[config.mk]
export PLATFORM = sky130hd
export DESIGN_NAME = evt_word_tx
export DESIGN_NICKNAME = d
export VERILOG_FILES = /design/src/rtl/ohp_pkg.sv /design/src/rtl/ohp_rst_sync.sv /design/src/rtl/ohp_edge_det.sv /design/src/rtl/ohp_word_reg.sv /design/src/rtl/ohp_ctrl.sv /design/src/rtl/evt_word_tx.sv
export SDC_FILE = /design/constraint.sdc
export NUM_CORES = 1
export LEC_CHECK = 0
export ABC_AREA = 1
export BUFFER_PORTS_ARGS = -buffer_cell sky130_fd_sc_hd__buf_2
export CORE_MARGIN = 10
export CORE_UTILIZATION = 48
export DETAILED_ROUTE_END_ITERATION = 6
export PLACE_DENSITY = 0.77
export SKIP_CTS_REPAIR_TIMING = 1
export SLEW_MARGIN = 30
export SYNTH_ARGS = -nofsm -noshare
export SYNTH_HDL_FRONTEND = slang
export SYNTH_HIERARCHICAL = 1
export SYNTH_SLANG_ARGS = --single-unit
[constraint.sdc]
create_clock -name clk -period 1.61 [get_ports clk]
set_clock_uncertainty 0.1 [all_clocks]
set_input_delay 0.322 -clock clk [delete_from_list [all_inputs] [get_ports clk]]
set_output_delay 0.322 -clock clk [all_outputs]
set_load 0.02 [all_outputs]
[src/rtl/ohp_pkg.sv]
package ohp_pkg;

  localparam int WORD_W = 16;

  typedef enum logic [2:0] {
    ST_IDLE,
    ST_FETCH,
    ST_SETUP,
    ST_HOLD,
    ST_RELEASE,
    ST_GAP,
    ST_SLOT,
    ST_PASS
  } ohp_state_e;

endpackage

[src/rtl/ohp_rst_sync.sv]
module ohp_rst_sync #(
  parameter int STAGES = 2
) (
  input  logic clk,
  input  logic arst_n,
  output logic rst_n_o
);

  logic [STAGES-1:0] sync_q;

  always_ff @(posedge clk or negedge arst_n) begin
    if (!arst_n) begin
      sync_q <= '0;
    end else begin
      sync_q <= {sync_q[STAGES-2:0], 1'b1};
    end
  end

  assign rst_n_o = sync_q[STAGES-1];

endmodule

[src/rtl/ohp_edge_det.sv]
module ohp_edge_det (
  input  logic clk,
  input  logic rst_n,
  input  logic lvl_i,
  output logic rise_o
);

  logic lvl_q;

  always_ff @(posedge clk or negedge rst_n) begin
    if (!rst_n) begin
      lvl_q <= 1'b0;
    end else begin
      lvl_q <= lvl_i;
    end
  end

  assign rise_o = lvl_i & ~lvl_q;

endmodule

[src/rtl/ohp_word_reg.sv]
module ohp_word_reg #(
  parameter int W = 16
) (
  input  logic         clk,
  input  logic         rst_n,
  input  logic         load_i,
  input  logic [W-1:0] data_i,
  input  logic         last_i,
  input  logic         drive_i,
  output logic [W-1:0] bus_o,
  output logic         last_o
);

  logic [W-1:0] word_q;
  logic         last_q;

  // Word holding register with explicit load enable.
  always_ff @(posedge clk or negedge rst_n) begin
    if (!rst_n) begin
      word_q <= '0;
      last_q <= 1'b0;
    end else if (load_i) begin
      word_q <= data_i;
      last_q <= last_i;
    end
  end

  assign bus_o  = drive_i ? word_q : '0;
  assign last_o = last_q;

endmodule

[src/rtl/ohp_ctrl.sv]
module ohp_ctrl
  import ohp_pkg::*;
#(
  parameter int SETUP_CYC = 1,
  parameter int MIN_HI    = 2,
  parameter int GAP_CYC   = 2,
  parameter int SLOT_CYC  = 4
) (
  input  logic clk,
  input  logic rst_n,
  input  logic start_i,
  input  logic fast_i,
  input  logic ack_i,
  input  logic src_valid_i,
  input  logic last_i,
  output logic load_o,
  output logic drive_o,
  output logic strobe_o,
  output logic pass_o,
  output logic fast_o
);

  // Extra recovery beyond the fetch cycle plus the setup cycles.
  localparam int GAP_EXTRA = (GAP_CYC > SETUP_CYC + 1) ? GAP_CYC - SETUP_CYC - 1 : 0;
  localparam int M1        = (SETUP_CYC > MIN_HI) ? SETUP_CYC : MIN_HI;
  localparam int M2        = (M1 > SLOT_CYC) ? M1 : SLOT_CYC;
  localparam int CNT_MAX   = (M2 > GAP_EXTRA) ? M2 : GAP_EXTRA;
  localparam int CW        = $clog2(CNT_MAX + 1);

  localparam logic [CW-1:0] SETUP_LAST = CW'(SETUP_CYC - 1);
  localparam logic [CW-1:0] HI_LAST    = CW'(MIN_HI - 1);
  localparam logic [CW-1:0] SLOT_LAST  = CW'(SLOT_CYC - 1);
  localparam logic [CW-1:0] GAP_LAST   = CW'((GAP_EXTRA > 0) ? GAP_EXTRA - 1 : 0);
  localparam logic [CW-1:0] WIN_LO     = CW'(SETUP_CYC);
  localparam logic [CW-1:0] WIN_HI     = CW'(SETUP_CYC + MIN_HI - 1);

  ohp_state_e    state_q, state_d;
  logic [CW-1:0] cnt_q, cnt_d;
  logic          fast_q, fast_d;
  logic          strobe_q, strobe_d;
  logic          pass_q, pass_d;
  logic          drive_q, drive_d;
  logic          load;

  // Next-state process.
  always_comb begin
    state_d = state_q;
    cnt_d   = cnt_q;
    fast_d  = fast_q;
    load    = 1'b0;
    unique case (state_q)
      ST_IDLE: begin
        if (start_i) begin
          fast_d  = fast_i;
          state_d = ST_FETCH;
        end
      end
      ST_FETCH: begin
        if (src_valid_i && (!fast_q || !ack_i)) begin
          load    = 1'b1;
          cnt_d   = '0;
          state_d = fast_q ? ST_SLOT : ST_SETUP;
        end
      end
      ST_SETUP: begin
        if (cnt_q == SETUP_LAST) begin
          cnt_d   = '0;
          state_d = ST_HOLD;
        end else begin
          cnt_d = cnt_q + 1'b1;
        end
      end
      ST_HOLD: begin
        if (cnt_q < HI_LAST) begin
          cnt_d = cnt_q + 1'b1;
        end else if (ack_i) begin
          state_d = ST_RELEASE;
        end
      end
      ST_RELEASE: begin
        if (!ack_i) begin
          cnt_d = '0;
          if (last_i) begin
            state_d = ST_PASS;
          end else if (GAP_EXTRA == 0) begin
            state_d = ST_FETCH;
          end else begin
            state_d = ST_GAP;
          end
        end
      end
      ST_GAP: begin
        if (cnt_q == GAP_LAST) begin
          state_d = ST_FETCH;
        end else begin
          cnt_d = cnt_q + 1'b1;
        end
      end
      ST_SLOT: begin
        if (cnt_q == SLOT_LAST) begin
          if (last_i) begin
            state_d = ST_PASS;
          end else if (src_valid_i && !ack_i) begin
            load  = 1'b1;
            cnt_d = '0;
          end else begin
            state_d = ST_FETCH;
          end
        end else begin
          cnt_d = cnt_q + 1'b1;
        end
      end
      ST_PASS: begin
        state_d = ST_IDLE;
      end
      default: begin
        state_d = ST_IDLE;
      end
    endcase

    strobe_d = (state_d == ST_HOLD) ||
               ((state_d == ST_SLOT) && (cnt_d >= WIN_LO) && (cnt_d <= WIN_HI));
    pass_d   = (state_d == ST_PASS);
    drive_d  = (state_d == ST_SETUP) || (state_d == ST_HOLD) ||
               (state_d == ST_RELEASE) || (state_d == ST_SLOT);
  end

  // Register process.
  always_ff @(posedge clk or negedge rst_n) begin
    if (!rst_n) begin
      state_q  <= ST_IDLE;
      cnt_q    <= '0;
      fast_q   <= 1'b0;
      strobe_q <= 1'b0;
      pass_q   <= 1'b0;
      drive_q  <= 1'b0;
    end else begin
      state_q  <= state_d;
      cnt_q    <= cnt_d;
      fast_q   <= fast_d;
      strobe_q <= strobe_d;
      pass_q   <= pass_d;
      drive_q  <= drive_d;
    end
  end

  assign load_o   = load;
  assign drive_o  = drive_q;
  assign strobe_o = strobe_q;
  assign pass_o   = pass_q;
  assign fast_o   = fast_q;

  // strobe never shorter than the minimum width.
  a_r3_min_width: assert property (@(posedge clk) disable iff (!rst_n)
    $fell(strobe_q) |-> $past(strobe_q, 2));

  // in handshake mode strobe falls only after acknowledge was seen.
  a_r3_wait_ack: assert property (@(posedge clk) disable iff (!rst_n)
    ($fell(strobe_q) && !fast_q) |-> $past(ack_i));

  // pass is a single-cycle pulse.
  a_r8_pass_pulse: assert property (@(posedge clk) disable iff (!rst_n)
    pass_q |=> !pass_q);

  // while waiting for a word the bus is idle and strobe is low.
  a_r9_fetch_idle: assert property (@(posedge clk) disable iff (!rst_n)
    (state_q == ST_FETCH) |-> (!strobe_q && !drive_q));

  // acknowledge at a slot boundary blocks the next word.
  a_r6_pause: assert property (@(posedge clk) disable iff (!rst_n)
    (fast_q && ack_i) |-> !load);

  // nothing popped while idle.
  a_r7_idle_no_pop: assert property (@(posedge clk) disable iff (!rst_n)
    (state_q == ST_IDLE) |-> !load);

endmodule

[src/rtl/evt_word_tx.sv]
module evt_word_tx
  import ohp_pkg::*;
#(
  parameter int W         = WORD_W,
  parameter int SETUP_CYC = 1,
  parameter int MIN_HI    = 2,
  parameter int GAP_CYC   = 2,
  parameter int SLOT_CYC  = 4,
  parameter int SYNC_STG  = 2
) (
  input  logic         clk,
  input  logic         arst_n,
  input  logic         fast_mode_i,
  input  logic         token_i,
  input  logic         ack_i,
  input  logic         src_valid_i,
  input  logic [W-1:0] src_data_i,
  input  logic         src_last_i,
  output logic         src_pop_o,
  output logic [W-1:0] bus_o,
  output logic         strobe_o,
  output logic         pass_o
);

  logic rst_n;
  logic start;
  logic load;
  logic drive;
  logic last_q;
  logic fast_q;

  ohp_rst_sync #(.STAGES(SYNC_STG)) u_rst (
    .clk     (clk),
    .arst_n  (arst_n),
    .rst_n_o (rst_n)
  );

  ohp_edge_det u_tok (
    .clk    (clk),
    .rst_n  (rst_n),
    .lvl_i  (token_i),
    .rise_o (start)
  );

  ohp_ctrl #(
    .SETUP_CYC (SETUP_CYC),
    .MIN_HI    (MIN_HI),
    .GAP_CYC   (GAP_CYC),
    .SLOT_CYC  (SLOT_CYC)
  ) u_ctrl (
    .clk         (clk),
    .rst_n       (rst_n),
    .start_i     (start),
    .fast_i      (fast_mode_i),
    .ack_i       (ack_i),
    .src_valid_i (src_valid_i),
    .last_i      (last_q),
    .load_o      (load),
    .drive_o     (drive),
    .strobe_o    (strobe_o),
    .pass_o      (pass_o),
    .fast_o      (fast_q)
  );

  ohp_word_reg #(.W(W)) u_word (
    .clk     (clk),
    .rst_n   (rst_n),
    .load_i  (load),
    .data_i  (src_data_i),
    .last_i  (src_last_i),
    .drive_i (drive),
    .bus_o   (bus_o),
    .last_o  (last_q)
  );

  assign src_pop_o = load;

  // the word is settled on the bus before strobe rises.
  a_r2_setup: assert property (@(posedge clk) disable iff (!rst_n)
    $rose(strobe_o) |-> $stable(bus_o));

  // bus stays still while strobe is high.
  a_r2_stable: assert property (@(posedge clk) disable iff (!rst_n)
    (strobe_o && $past(strobe_o)) |-> $stable(bus_o));

  // a pop happens only when the FIFO holds a word.
  a_r10_pop_valid: assert property (@(posedge clk) disable iff (!rst_n)
    src_pop_o |-> src_valid_i);

  // a streaming-mode strobe is followed by one more high cycle.
  a_r5_fast_width: assert property (@(posedge clk) disable iff (!rst_n)
    ($rose(strobe_o) && fast_q) |=> strobe_o);

endmodule

==> results.yml, run 1 <==
critical_path:
  slowest_library_cell_on_the_worst_path: "dfrtp_1"
  timing.critical_path.from: "u_ctrl/cnt_q[1]$_DFF_PN0_"
  worst_stage_delay_on_the_critical_path_ns: 0.40
  reg2reg_from: "u_ctrl/cnt_q[1]$_DFF_PN0_"
  crit_chain: "ha_2 -> ha_4 -> inv_4 -> buf_12 -> o31ai_4 -> buf_6"
  critical_path_arrival_ns: 1.56
  critPathMaxFanout: 4
  timing.setup.critical_path_class: "register to output pin"
  worst_ep_required_time_ns: 1.19
  cp-end-kind: "output pin"
  reg2regPathDepth: 13
  worstSetupStartpointType: "register"
logic_synthesis:
  synth_simple_gate_area_frac: 0.407
  synth_top_family_by_area: "simple AND/OR/NAND/NOR gates"
  synth_nets: 292
  yosys.area_share.adder: 0.0272
  synth-seq-area-share: 0.409
  synth_seq_cells: 30
  synth_compound_area_frac: 0.0347
  yosysWarnings: 6
  synth_mux_area_frac: 0.00613
  synth_area_um2: 1840
  synthesis.instances: 265
  synth.lib_cells_used.distinct: 29
  yosys.area_share.xor_xnor: 0
  postSynthAreaPerCell_um2: 6.93
global_routing:
  antenna_found_initial: 0
  first_global_vias: 1745
  grt_first_pass_wirelength_mm: 7.92
  largest_net_degree_at_the_start_of_global_routing: 29
  grt.overflow.total: 0
  grt.total_usage: 0.149
floorplanning:
  start_util: 0.498
  chip_height_um: 81.9
  floorplan.die_area_um2: 6700
  number_of_cell_rows: 22
  chipWidth_um: 81.9
  core_um2: 3690
  io_pins: 42
run_status:
  run_status: "finished with violations"
  violations_in_the_final_reports: "setup timing"
power_and_ir_drop:
  power.density_nw_per_um2: 1810
  power_report.internal_total_uw: 2650
  clockPowerShare: 0.131
  switching_share: 0.453
  worst_ir_drop_vdd_mv: 0.901
  seqPwrFrac: 0.271
  power_frac_comb: 0.598
  p_leak_uw: 0.00158
  power_switching_uw: 2190
place:
  globalplace.congestion: 0.963
  port-buffer-count: 41
  hpwl_mm: 3.89
  post-place-ws_ns: -0.228
finish:
  post_route_cells_drive_above_1_share: 0.408
  commonest_non_fill_non_tap_cells_in_the_layout: "nand2_1 (105), buf_2 (40), buf_4 (40)"
  design.final.nets: 381
  diodes: 0
  multiInputGateArea_um2: 1000
  sequential_cell_area_in_the_final_layout_um2: 756
  area_delta_synth_final_pct: 45.9
  layout.core_utilization: 0.727
  layout_commonest_cell: "nand2_1"
  nFillCells: 306
clocking:
  cts_max_level: 2
  ctsLongestPathBuffers: 2
  clock_latency_of_the_later_clocked_register_in_the_worst_skew_pair_ns: 0.29
  clockRootBuffer: "clkbuf_8"
  tritoncts_num_sinks: 30
  worst_setup_hold_path_clk_slew_ns: 0.07
  tritoncts_clock_tree: "done"
  numCtsBuffers: 5
sta:
  rsz0062_at_grt: "true"
  slew_viol_final: 0
  period_minus_slack_ns: 1.99
  timing.final.setup_violations: 24
  layout_worst_path_cycle_share: 1.23
  final_critical_path_setup_slack_ns: -0.376
  timing_limited_maximum_frequency_mhz: 503
  final-hold-violation-count: 0
hold_path:
  hold_start: "token_i"
  timing.hold.worst_path_depth: 1
  hold_path_class: "input pin to register"
detailed_routing:
  vias_per_cell: 4.95
  initialDrtViolationCount: 133
  finalWirelength_mm: 5.37
  drtAntennaViolNets: 0
  drt_pre_antenna_iters: 5
  post_drt_wl_per_cell_um: 13.3
  drcViolationCount: 0
  detailroute.via_count: 1995
flow_run:
  drv.max_cap_violation_count: 0
cell families after synthesis:
logic type | count (synthesis)
compound gates | 11
fa+ha+maj | 4
mux | 1
flops | 30
other cells | 1
buf+inv | 42
simple gates | 176
sequential cells by signal, indices dropped and copies added (netlist names):
register / cells
u_ctrl/pass_o: 1
u_ctrl/cnt_q: 3
u_rst/sync_q: 2
u_ctrl/fast_o: 1
u_ctrl/state_q: 3
u_tok/lvl_q: 1
u_ctrl/strobe_o: 1
u_word/last_o: 1
u_word/word_q: 16
u_ctrl/drive_o: 1
cells in the mapped netlist:
| library cell | number | area, µm² |
|---|---|---|
| inv_8 | 1 | 11.3 |
| nand3_2 | 1 | 10.0 |
| clkbuf_2 | 1 | 5.00 |
| buf_4 | 2 | 15.0 |
| nand4_1 | 3 | 18.8 |
| a21boi_0 | 1 | 7.51 |
| nor2_1 | 26 | 97.6 |
| o22ai_1 | 1 | 6.26 |
| nand3_1 | 22 | 110 |
| dfrtp_1 | 30 | 751 |
| ha_1 | 4 | 50.1 |
| nand2_2 | 11 | 68.8 |
| clkbuf_8 | 1 | 13.8 |
| inv_2 | 3 | 11.3 |
| inv_1 | 31 | 116 |
| nand2_1 | 107 | 402 |
| o31ai_1 | 1 | 7.51 |
| o21ai_0 | 1 | 5.00 |
| buf_2 | 1 | 5.00 |
| buf_12 | 1 | 20.0 |
| conb_1 | 1 | 3.75 |
| nor3_2 | 1 | 10.0 |
| nor2_2 | 3 | 18.8 |
| nor3_1 | 1 | 5.00 |
| nand3b_1 | 1 | 7.51 |
| buf_6 | 1 | 11.3 |
| a21oi_1 | 6 | 30.0 |
| o211ai_1 | 1 | 7.51 |
| mux2_2 | 1 | 11.3 |
layout make-up:
cell class,count,area share
clock inverter,2,0.00467
sequential,30,0.282
tap,48,0.0224
multi-input combinational,193,0.373
inverter,35,0.0546
timing repair buffer,89,0.232
clock buffer,6,0.0308
per-stage QoR:
step	total power [µW]	hold WS, ns	cells	area [µm²]	TNS [ns]
2_1_floorplan	2840	-0.0736	265	1870	-2.80
3_3_place_gp	3720	0.00807	385	2390	-1.28
3_5_place_dp	3770	0.00962	385	2390	-2.25
4_1_cts	4420	-0.298	393	2480	-4.18
5_1_grt	5190	0.0482	403	2680	-5.24
6_report	4840	0.0590	403	2680	-3.86
layer usage:
layer / vias up / share of wire / wire length, µm / GRT usage
met3: 11 / 0.10 / 539 / 0.0502
met4: 0 / 0.014 / 77 / 0.0527
met2: 78 / 0.48 / 2570 / 0.237
met1: 917 / 0.41 / 2180 / 0.185
met5: - / 0 / 0 / 0
li1: 989 / - / - / -
worst paths after layout:
| path | end | slack (ns) |
|---|---|---|
| max | src_pop_o | -0.38 |
| min | u_tok/lvl_q$_DFF_PN0_ | 0.06 |
| max reg2reg | u_ctrl/strobe_o$_DFF_PN0_ | -0.34 |
| min reg2reg | u_ctrl/strobe_o$_DFF_PN0_ | 0.13 |
| max in group asynchronous | u_ctrl/state_q[2]$_DFF_PN0_ | 1.00 |
| min in group asynchronous | u_ctrl/strobe_o$_DFF_PN0_ | 0.13 |
worst max-delay path, delay by kind of cell, from the launching register on:
| kind | cells | cell delay (ns) |
|---|---|---|
| AOI/OAI and AO/OA | 1 | 0.19 |
| buffers and inverters | 3 | 0.31 |
| DFF | 1 | 0.40 |
| adders and majority gates | 2 | 0.37 |
power groups by stage:
| stage | registers (µW) | logic (µW) | clock network (µW) |
|---|---|---|---|
| CTS | 1330 | 2450 | 649 |
| floorplan | 1260 | 1580 | 0 |
| detailed placement | 1340 | 2430 | 0 |
| global route | 1340 | 3150 | 696 |
| finish | 1310 | 2900 | 634 |
| global placement | 1320 | 2400 | 0 |
No activity file was read; power rests on OpenSTA's default activity.
==> inputs of run 2 (changes only) <==
- MAX_ROUTING_LAYER: unset -> met4
==> run 2 against run 1 <==
Largest power group unchanged. Global-route usage about the same. Worst hold slack got worse by 0.0035 ns. The run still ends with setup timing left. Routed wire length increased by 0.41%. Count of clock-buffer cells in the layout unchanged. Worst setup slack improved by 0.020 ns. Critical path depth unchanged. Highest routed layer unchanged.
==> results.yml, run 2 (synthesis results as in run 1) <==
floorplanning:
  number_of_cell_rows: 22
  chip_height_um: 81.9
  floorplan.die_area_um2: 6700
  start_util: 0.498
  chipWidth_um: 81.9
  io_pins: 42
  core_um2: 3690
sta:
  period_minus_slack_ns: 1.97
  final-hold-violation-count: 0
  timing_limited_maximum_frequency_mhz: 509
  slew_viol_final: 0
  final_critical_path_setup_slack_ns: -0.356
  totalNegativeSetupSlack_ns: -3.08
  layout_worst_path_cycle_share: 1.22
  timing.final.setup_violations: 25
  rsz0062_at_grt: "true"
power_and_ir_drop:
  p_leak_uw: 0.00157
  power.density_nw_per_um2: 1810
  power_uw: 4770
  worst_ir_drop_vdd_mv: 0.842
run_status:
  violations_in_the_final_reports: "setup timing"
  run_status: "finished with violations"
finish:
  design.final.nets: 377
  layoutNonFillerInstCount: 399
  largest_register_ff_count: 16
  commonest_non_fill_non_tap_cells_in_the_layout: "nand2_1 (102), buf_2 (40), buf_4 (35)"
  max_flop_register: "u_word/word_q"
  layout_commonest_cell: "nand2_1"
  area_delta_synth_final_pct: 43.1
  top_regs: "u_word/word_q: 16 flops, u_ctrl/cnt_q: 3 flops, u_ctrl/state_q: 3 flops"
  post_route_cells_drive_above_1_share: 0.399
  nFillCells: 278
  diodes: 0
critical_path:
  timing.setup.critical_path_class: "register to output pin"
  worstSetupStartpointType: "register"
  slowest_library_cell_on_the_worst_path: "dfrtp_1"
  reg2regPathDepth: 13
  critical_path_arrival_ns: 1.54
  cp-end-kind: "output pin"
  path_depth: 6
  crit_chain: "ha_4 -> ha_4 -> inv_4 -> buf_6 -> o31ai_4 -> buf_6"
  worst_stage_delay_on_the_critical_path_ns: 0.42
  crit_buf_inv: 3
  worst_ep_required_time_ns: 1.19
  critPathMaxFanout: 4
  path_delay_family: "flip-flops"
detailed_routing:
  drcViolationCount: 0
  drt_pre_antenna_iters: 4
  detailroute.via_count: 1981
  initialDrtViolationCount: 94
  drtAntennaViolNets: 0
  finalWirelength_mm: 5.39
  post_drt_wl_per_cell_um: 13.5
  vias_per_cell: 4.96
place:
  port-buffer-count: 41
  number_of_placed_cells_counting_well_taps: 384
  globalplace.congestion: 0.993
  post-place-ws_ns: -0.196
  hpwl_mm: 3.77
clocking:
  numCtsBuffers: 5
  clockRootBuffer: "clkbuf_8"
  tritoncts_clock_tree: "done"
  clock_latency_of_the_later_clocked_register_in_the_worst_skew_pair_ns: 0.29
  tritoncts_num_sinks: 30
  ctsLongestPathBuffers: 2
  worst_setup_hold_path_clk_slew_ns: 0.07
  cts_max_level: 2
global_routing:
  grt.total_usage: 0.149
  largest_net_degree_at_the_start_of_global_routing: 29
  first_global_vias: 1792
  grt.overflow.total: 0
  antenna_found_initial: 0
  grt_first_pass_wirelength_mm: 7.65
hold_path:
  hold_path_class: "input pin to register"
  timing.hold.worst_path_depth: 1
flow_run:
  drv.max_cap_violation_count: 0
-- run 2: cell count changes in the layout (fill, tap and decap cells not counted), sizes merged --
cell	previous run	this run
buf	87	83
-- run 2: routing by layer --
| metal | share of wire | track usage | vias up |
|---|---|---|---|
| li1 | - | - | 986 |
| met1 | 0.38 | 0.161 | 869 |
| met2 | 0.48 | 0.251 | 98 |
| met3 | 0.10 | 0.0459 | 28 |
| met4 | 0.034 | 0.0595 | 0 |
| met5 | 0 | - | - |
-- run 2: area by class of cell --
class	instances	area, µm²	share of cell area
Clock buffer	6	82.6	0.0314
Clock inverter	2	12.5	0.00476
Inverter	35	144	0.0547
Multi-Input combinational cell	193	988	0.376
Sequential cell	30	753	0.287
Tap cell	48	60.1	0.0228
Timing Repair Buffer	85	588	0.224
-- run 2: final timing paths --
path                                            from                            end  slack [ns]
hold / removal                               token_i          u_tok/lvl_q$_DFF_PN0_        0.06
hold reg to reg            u_rst/sync_q[1]$_DFF_PN0_  u_word/word_q[10]$_DFFE_PN0P_        0.14
min in group asynchronous  u_rst/sync_q[1]$_DFF_PN0_  u_word/word_q[10]$_DFFE_PN0P_        0.14
setup / recovery           u_ctrl/cnt_q[1]$_DFF_PN0_                      src_pop_o       -0.36
max in group asynchronous  u_rst/sync_q[1]$_DFF_PN0_       u_ctrl/drive_o$_DFF_PN0_        0.96
setup reg to reg           u_ctrl/cnt_q[1]$_DFF_PN0_      u_ctrl/strobe_o$_DFF_PN0_       -0.29
-- run 2: stage by stage --
stage	instance area, µm²	hold slack (ns)	util
after global routing	2630	0.0535	0.713
final	2630	0.0554	0.713
after global placement	2370	0.00746	0.641
after detailed placement	2370	0.00943	0.641
after CTS	2460	-0.298	0.667
after floorplan	1870	-0.0736	-
-- run 2: worst reg2reg max path, delay by kind of cell, from the launching register on --
family / cells / cell delay, ns
AO/OA/AOI/OAI: 1 / 0.16
adder cells (fa/ha/maj): 2 / 0.32
buffers and inverters: 3 / 0.29
flip-flops: 1 / 0.42
AND/OR/NAND/NOR: 7 / 0.49
-- run 2: where the power goes --
group	internal, µW	switching, µW
combinational	1190	1660
sequential	1060	228
clock	343	296
